[config.mk]
export PLATFORM = sky130hd
export DESIGN_NAME = rx_line_fifo
export DESIGN_NICKNAME = d
export VERILOG_FILES = /design/src/rtl/rx_line_fifo.sv
export SDC_FILE = /design/constraint.sdc
export NUM_CORES = 1
export LEC_CHECK = 0
export BUFFER_PORTS_ARGS = -buffer_cell sky130_fd_sc_hd__buf_2
export CAP_MARGIN = 25
export CORE_AREA = 3 3 166 152
export DETAILED_ROUTE_END_ITERATION = 10
export DIE_AREA = 0 0 169 155
export PLACE_DENSITY = 0.51
export SLEW_MARGIN = 0
export SYNTH_ARGS = -nofsm -noshare
export SYNTH_HDL_FRONTEND = slang
export SYNTH_SLANG_ARGS = --single-unit
export TNS_END_PERCENT = 5
[constraint.sdc]
create_clock -name clk -period 3.85 [get_ports clk]
set_input_delay 0.385 -clock clk [delete_from_list [all_inputs] [get_ports clk]]
set_output_delay 0.385 -clock clk [all_outputs]
set_load 0.01 [all_outputs]
[src/rtl/rx_line_fifo.sv]
module rx_line_fifo #(
  parameter int DEPTH = 16,
  parameter int DW    = 8
) (
  input  logic          clk,
  input  logic          rst_n,
  input  logic          fifo_en,
  input  logic [1:0]    trig_sel,
  input  logic          wr_stb,
  input  logic [DW-1:0] wr_data,
  input  logic          wr_perr,
  input  logic          wr_ferr,
  input  logic          wr_brk,
  input  logic          rd_data_stb,
  input  logic          rd_lsr_stb,
  input  logic          thr_empty,
  input  logic          tx_empty,
  output logic [DW-1:0] rd_data,
  output logic [7:0]    lsr,
  output logic          data_irq
);
  localparam int AW = $clog2(DEPTH);
  localparam int CW = AW + 1;
  localparam int TW = DW + 3;

  logic [TW-1:0] mem [DEPTH];
  logic [AW-1:0] wptr, rptr;
  logic [CW-1:0] count, err_cnt, cap, level;
  logic          oe, hide, err_hold;

  wire [TW-1:0] head   = mem[rptr];
  wire          empty  = (count == '0);
  assign        cap    = fifo_en ? CW'(DEPTH) : CW'(1);
  wire          full   = (count >= cap);
  wire          pop    = rd_data_stb && !empty;
  wire          push   = wr_stb && !full;
  wire          ovr    = wr_stb && full;
  wire          in_err = wr_perr | wr_ferr | wr_brk;
  wire          h_err  = |head[TW-1:DW];
  wire [CW-1:0] err_nxt = err_cnt + CW'(push && in_err) - CW'(pop && h_err);
  wire          show   = !empty && !hide;

  always_comb begin
    if (!fifo_en) level = CW'(1);
    else case (trig_sel)
      2'b00:   level = CW'(1);
      2'b01:   level = CW'(4);
      2'b10:   level = CW'(8);
      default: level = CW'(14);
    endcase
  end

  always_ff @(posedge clk)
    if (push) mem[wptr] <= {wr_brk, wr_ferr, wr_perr, wr_data};

  always_ff @(posedge clk) begin
    if (!rst_n) begin
      wptr <= '0; rptr <= '0; count <= '0; err_cnt <= '0;
      oe <= 1'b0; hide <= 1'b0; err_hold <= 1'b0;
    end else begin
      if (push) wptr <= wptr + 1'b1;
      if (pop)  rptr <= rptr + 1'b1;
      count    <= count + CW'(push) - CW'(pop);
      err_cnt  <= err_nxt;
      oe       <= ovr ? 1'b1 : (rd_lsr_stb ? 1'b0 : oe);
      hide     <= pop ? 1'b0 : ((rd_lsr_stb && !empty) ? 1'b1 : hide);
      err_hold <= (err_nxt != '0) ? 1'b1 : (rd_lsr_stb ? 1'b0 : err_hold);
    end
  end

  assign rd_data  = head[DW-1:0];
  assign data_irq = (count >= level);
  assign lsr = {fifo_en & err_hold, tx_empty, thr_empty,
                show & head[DW+2], show & head[DW+1], show & head[DW],
                oe, !empty};

  a_r1_bounded: assert property (@(posedge clk) disable iff (!rst_n)
    count <= CW'(DEPTH));
  a_r3_ovr_flags: assert property (@(posedge clk) disable iff (!rst_n)
    ovr |=> lsr[1]);
  a_r3_ovr_holds: assert property (@(posedge clk) disable iff (!rst_n)
    (ovr && !rd_data_stb) |=> $stable(count));
  a_r6_lsr_clears: assert property (@(posedge clk) disable iff (!rst_n)
    (rd_lsr_stb && !wr_stb) |=> !lsr[1]);
  a_r4_last_pop: assert property (@(posedge clk) disable iff (!rst_n)
    (rd_data_stb && count == CW'(1) && !wr_stb) |=> !lsr[0]);
  a_r7_err_subset: assert property (@(posedge clk) disable iff (!rst_n)
    err_cnt <= count);
endmodule

; Word level (Yosys, flattened, before mapping)
; Memories as Yosys holds them, arrays and structs flattened. A register that Yosys moved wholly into a read port is not among the register bits.
; Cells that the tools add are included.
[word_totals]
register_bits = 21
ramBits = 176
output_inout_bits = 17
word_cells = 52
memories = 1
[op_classes]
addsub = 6
order_cmp = 2
eq_ne = 2
mux = 10
n_bitwise = 7
reduce_logical = 17
[mem_list]
columns = memory, depth, width, read_ports, rd_clocked_by_memory_dff, wr, line
row1 = mem, 16, 11, 1, 1, 1, 26  ; logic [TW-1:0] mem [DEPTH];
[op_table]
columns = op, n
row1 = 2-to-1 mux 4 bit, 3
row2 = one-hot mux 4 bit (3 select lines), 1
row3 = adder 5 x 1 -> 5 bit, 2
row4 = greater-or-equal comparator 5 bit, 2
row5 = subtractor 5 x 1 -> 5 bit, 2
row6 = adder 4 x 1 -> 4 bit (second input constant), 2
row7 = logical AND 1 bit, 7
row8 = logical NOT 5 bit, 1
row9 = 2-to-1 mux 1 bit, 5
row10 = 2-to-1 mux 5 bit, 1
row11 = nonzero test 5 bit, 1
row12 = AND 1 bit, 4
row13 = nonzero test 2 bit, 2
row14 = logical NOT 1 bit, 3
row15 = OR reduction 3 bit, 1
row16 = equality test 2 x 1 -> 1 bit (second input constant), 1
row17 = equality test 2 bit (second input constant), 1
row18 = logical NOT 2 bit, 1
row19 = bitwise OR 1 bit, 2
row20 = OR reduction 2 bit, 1
row21 = inverter 1 bit, 1

; Logic depth before layout (Yosys ltp)
[logic_depth]
ltp_word = 9
ltp_mapped = 18
ltp_nobuf = 16

; Least setup slack after synthesis
; OpenSTA, ideal clock, no wires.
[synth_path]
path_type = reg-to-reg
from = register count[1]
to = register err_hold
setup_ps = 120
t_arrival_ps = 3275
path_slack_ps = 455
stages_incl_launch_ff = 17
path_buffers = 2
synth_period_minus_slack_ps = 3395
path_cell_list = dfxtp_1 inv_1 ha_1 nor2b_1 o41ai_2 and3_1 buf_4 clkbuf_1 o31ai_1 ha_1 inv_1 ha_1 inv_1 fa_1 inv_1 a2111o_1 o31a_1
[synth_via]
elab_chain_cells = 8
elab_cells_between_ends = 13
classes_between = add/sub: 2 / order compare: 1 / mux: 1 / reduce/logical: 9
[synth_rtl]
columns = element, line
row1 = "start, declared", 28  ; logic [CW-1:0] count, err_cnt, cap, level;
row2 = "start signal, assigned", 63  ; count <= count + CW'(push) - CW'(pop);
row3 = greater-or-equal comparator 5 bit, 34  ; wire full = (count >= cap);
row4 = logical NOT 1 bit, 36  ; wire push = wr_stb && !full;
row5 = logical AND 1 bit, 36
row6 = logical AND 1 bit, 40  ; wire [CW-1:0] err_nxt = err_cnt + CW'(push && in_err) - CW'(pop && h_err);
row7 = adder 5 x 1 -> 5 bit, 40
row8 = subtractor 5 x 1 -> 5 bit *, 40
row9 = nonzero test 5 bit *, 67  ; err_hold <= (err_nxt != '0) ? 1'b1 : (rd_lsr_stb ? 1'b0 : err_hold);
row10 = 2-to-1 mux 1 bit / nonzero test 2 bit (equally long branches), n/a
row11 = "end signal, assigned", 67
row12 = "end, declared", 29  ; logic oe, hide, err_hold;
; Mark *: on every way between the ends. The rest lies on a longest branch, timed or not.
; A chain may end at the register's enable or synchronous reset.

==> impl_metrics.ini <==
[worst_setup_path]
cp.arrival_ns = 3.98
critical_path_slowest_stage_cell = sky130_fd_sc_hd__mux4_2
path_class = flop to flop
type_of_element_launching_the_critical_path = flop
crit_path_end_kind = flop
cells_traversed_along_the_worst_timing_path = mux4_2, mux4_2, o31a_1, ha_1, inv_1, ha_1, inv_1, fa_1, inv_1, a21o_1, a21oi_1, xnor2_1, o31a_1
worst-endpoint-required_ns = 4.24
critical_path.most_common_cell = sky130_fd_sc_hd__inv_1
cpPeakStageDelay_ns = 0.54
cp_max_fo = 14

[pwr]
power.static_leakage_uw = 0.00326
powerDensity_nw_per_um2 = 645
worst_ir_drop_vdd_uv = 271
post-layout-total-power_uw = 6150

[synth]
synth_area_sq_um = 8190
postSynthAreaPerCell_sq_um = 18.9
synth_nets = 481
yosysSeqAreaShare_pct = 70.6
synth_top_area_share_pct = 64.5
synthesis.instances = 434
synth-seq-cells = 201
list_of_most_frequent_post_synthesis_cells = sky130_fd_sc_hd__edfxtp_1 (176), sky130_fd_sc_hd__mux4_2 (53), sky130_fd_sc_hd__dfxtp_1 (25), sky130_fd_sc_hd__ha_1 (24), sky130_fd_sc_hd__inv_1 (23)
synth_most_common_cell = sky130_fd_sc_hd__edfxtp_1
ys.warnings.count = 0
ys_dominant_reg_cell = sky130_fd_sc_hd__edfxtp_1
synth_edf_count = 176
synth.top_cells.by_area = sky130_fd_sc_hd__edfxtp_1 (65%), sky130_fd_sc_hd__mux4_2 (15%), sky130_fd_sc_hd__dfxtp_1 (6.1%)
synth.distinct_cells = 37
ys_async_sr_fraction_pct = 0
synth_top_cell_by_area = sky130_fd_sc_hd__edfxtp_1

[cts]
count_of_hold_buffers_inserted_by_post_cts_repair = 0
clk_path_buf_depth = 3
root_buffer_cell = sky130_fd_sc_hd__clkbuf_16
cts.clk_slew.worst_paths_ns = 0.06
cts_repair_resize_count = 0
cts_setup_buffers = 0
tritoncts_clock_tree = built
tritoncts_num_sinks = 201
clk_latency_ns = 0.50
clock_buffer_count_from_cts = 22
cts.htree.levels = 1

[floorplan]
initial_utilization_pct = 35.0
row_count = 53
die_h_um = 155
core_sq_um = 23400
die_area_sq_um = 26200
design.portCount = 38
floorplan.die.width_um = 169

[timing]
timing.final.max_slew_violations = 0
setup_total_negative_slack_ns = 0
hold_viol_final = 0
rsz0062_at_grt = no
fin_crit_sh_pct = 93.0
timing.fmax_mhz = 279
clock-skew-final_ns = 0.00775
setup_violations = 0
worst_slew_margin_rel_pct = 64.3
final_period_minus_worst_setup_slack_ns = 3.58
transition_time_at_the_pin_with_the_least_slew_margin_ns = 0.535

[drt]
drc = 0
routed_wire_length_per_instance_um = 21.4
drt.antenna.violating_nets = 0
initialDrtViolationCount = 345
route.detailed.vias_per_inst = 5.02
via_count = 4087
wirelength_um = 17400
firstDrtPassIters = 4

[worst_hold_path]
type_of_the_worst_min_delay_path = primary input to flop

[global_route]
grtUsageTotal_pct = 13.5
antenna_found_initial = 1
globalRoute.totalOverflow = 0
first_global_vias = 4445
largest_net_degree_at_the_start_of_global_routing = 21
global_route_wire_length_before_repair_um = 26800

[place]
place_hpwl_um = 10600
gp_congestion = 0.730
io_buffer_count = 33
place_area_sq_um = 8820
placedCellCount = 774

[job]
max_cap_viol_count = 0

[status]
run_status = completed

[final_layout]
drive_above_1_share_pct = 28.1
final_nets = 543
synthToLayoutAreaGrowth_pct = 16.4
number_of_antenna_repair_diodes = 0
fin_cells = 814
final_cell_area_sq_um = 9530
[path summary, 6_finish.rpt]
kind | endpoint | slack, ns | from | depth (start not counted)
max reg2reg | err_hold | 0.27 | flop | 13
min reg2reg | wptr[1] | 0.51 | wptr[1] | 2
max | err_hold | 0.27 | flop | 13
min | oe | 0.16 | wr_stb | 3
[layout by cell type, fill, tap and decap left out, drive strengths merged, types with 3 or more instances in the layout]
| cell type | synthesis | final |
|---|---|---|
| xnor2 | 7 | 7 |
| clkinv | 0 | 11 |
| mux4 | 53 | 53 |
| a22oi | 3 | 3 |
| buf | 14 | 57 |
| edfxtp | 176 | 176 |
| inv | 24 | 24 |
| and3 | 14 | 14 |
| nand2 | 9 | 9 |
| xor2 | 5 | 5 |
| nor3b | 3 | 3 |
| bufinv | 0 | 3 |
| and2 | 9 | 9 |
| nand3 | 6 | 6 |
| a21oi | 9 | 9 |
| nor2b | 8 | 8 |
| nor2 | 17 | 17 |
| clkbuf | 5 | 26 |
| ha | 24 | 24 |
| o21ai | 4 | 4 |
| dfxtp | 25 | 25 |
[layout make-up]
class / instances / area [sq um]
clock buffer: 26 / 566
inverter: 24 / 90.1
clock inverter: 14 / 146
multi-input combinational: 190 / 2220
tap: 302 / 378
fill: 2076 / 13900
timing repair buffer: 57 / 345
sequential: 201 / 5790
[critical path: cells and delay by family (launching register included)]
kind,cells,cell delay [ns]
flops,1,0.52
compound gates,4,0.77
mux,2,1.03
buf+inv,3,0.18
xor+xnor,1,0.14
fa+ha+maj,3,0.83
[routing by layer]
layer / vias up / global-route usage (%) / part of all wire, %
met2: 76 / 22.1 / 49
met5: - / 0 / 0.040
met1: 2139 / 19.0 / 45
met4: 2 / 3.52 / 1.9
li1: 1843 / - / -
met3: 27 / 2.24 / 4.4
[stage by stage]
stage	hold slack, ns	worst slack, ns	utilization, %
after global placement	0.501	0.294	37.7
after floorplan	0.482	0.455	-
after CTS	0.158	0.257	40.7
after detailed placement	0.511	0.269	37.7
final	0.160	0.268	40.7
after global routing	0.193	0.0663	40.7
[registers in the layout, indices dropped and copies added, names as in the netlist, named ones only]
name / count
count: 5
err_cnt: 5
err_hold: 1
hide: 1
mem: 176
oe: 1
rptr: 4
wptr: 4
[power breakdown]
group	internal, uW	switching, uW	leakage (uW)
sequential	2510	120	0.00179
clock	1250	807	0.000345
combinational	752	711	0.00112
[logic make-up after synthesis]
kind of cell,Yosys count,share of synthesized area (%)
buf+inv,43,2.35
compound gates,23,1.89
simple gates,75,4.99
flops,201,70.6
xor+xnor,12,1.28
mux,54,14.7
fa+ha+maj,26,4.15
No activity file was read; power rests on OpenSTA's default activity.
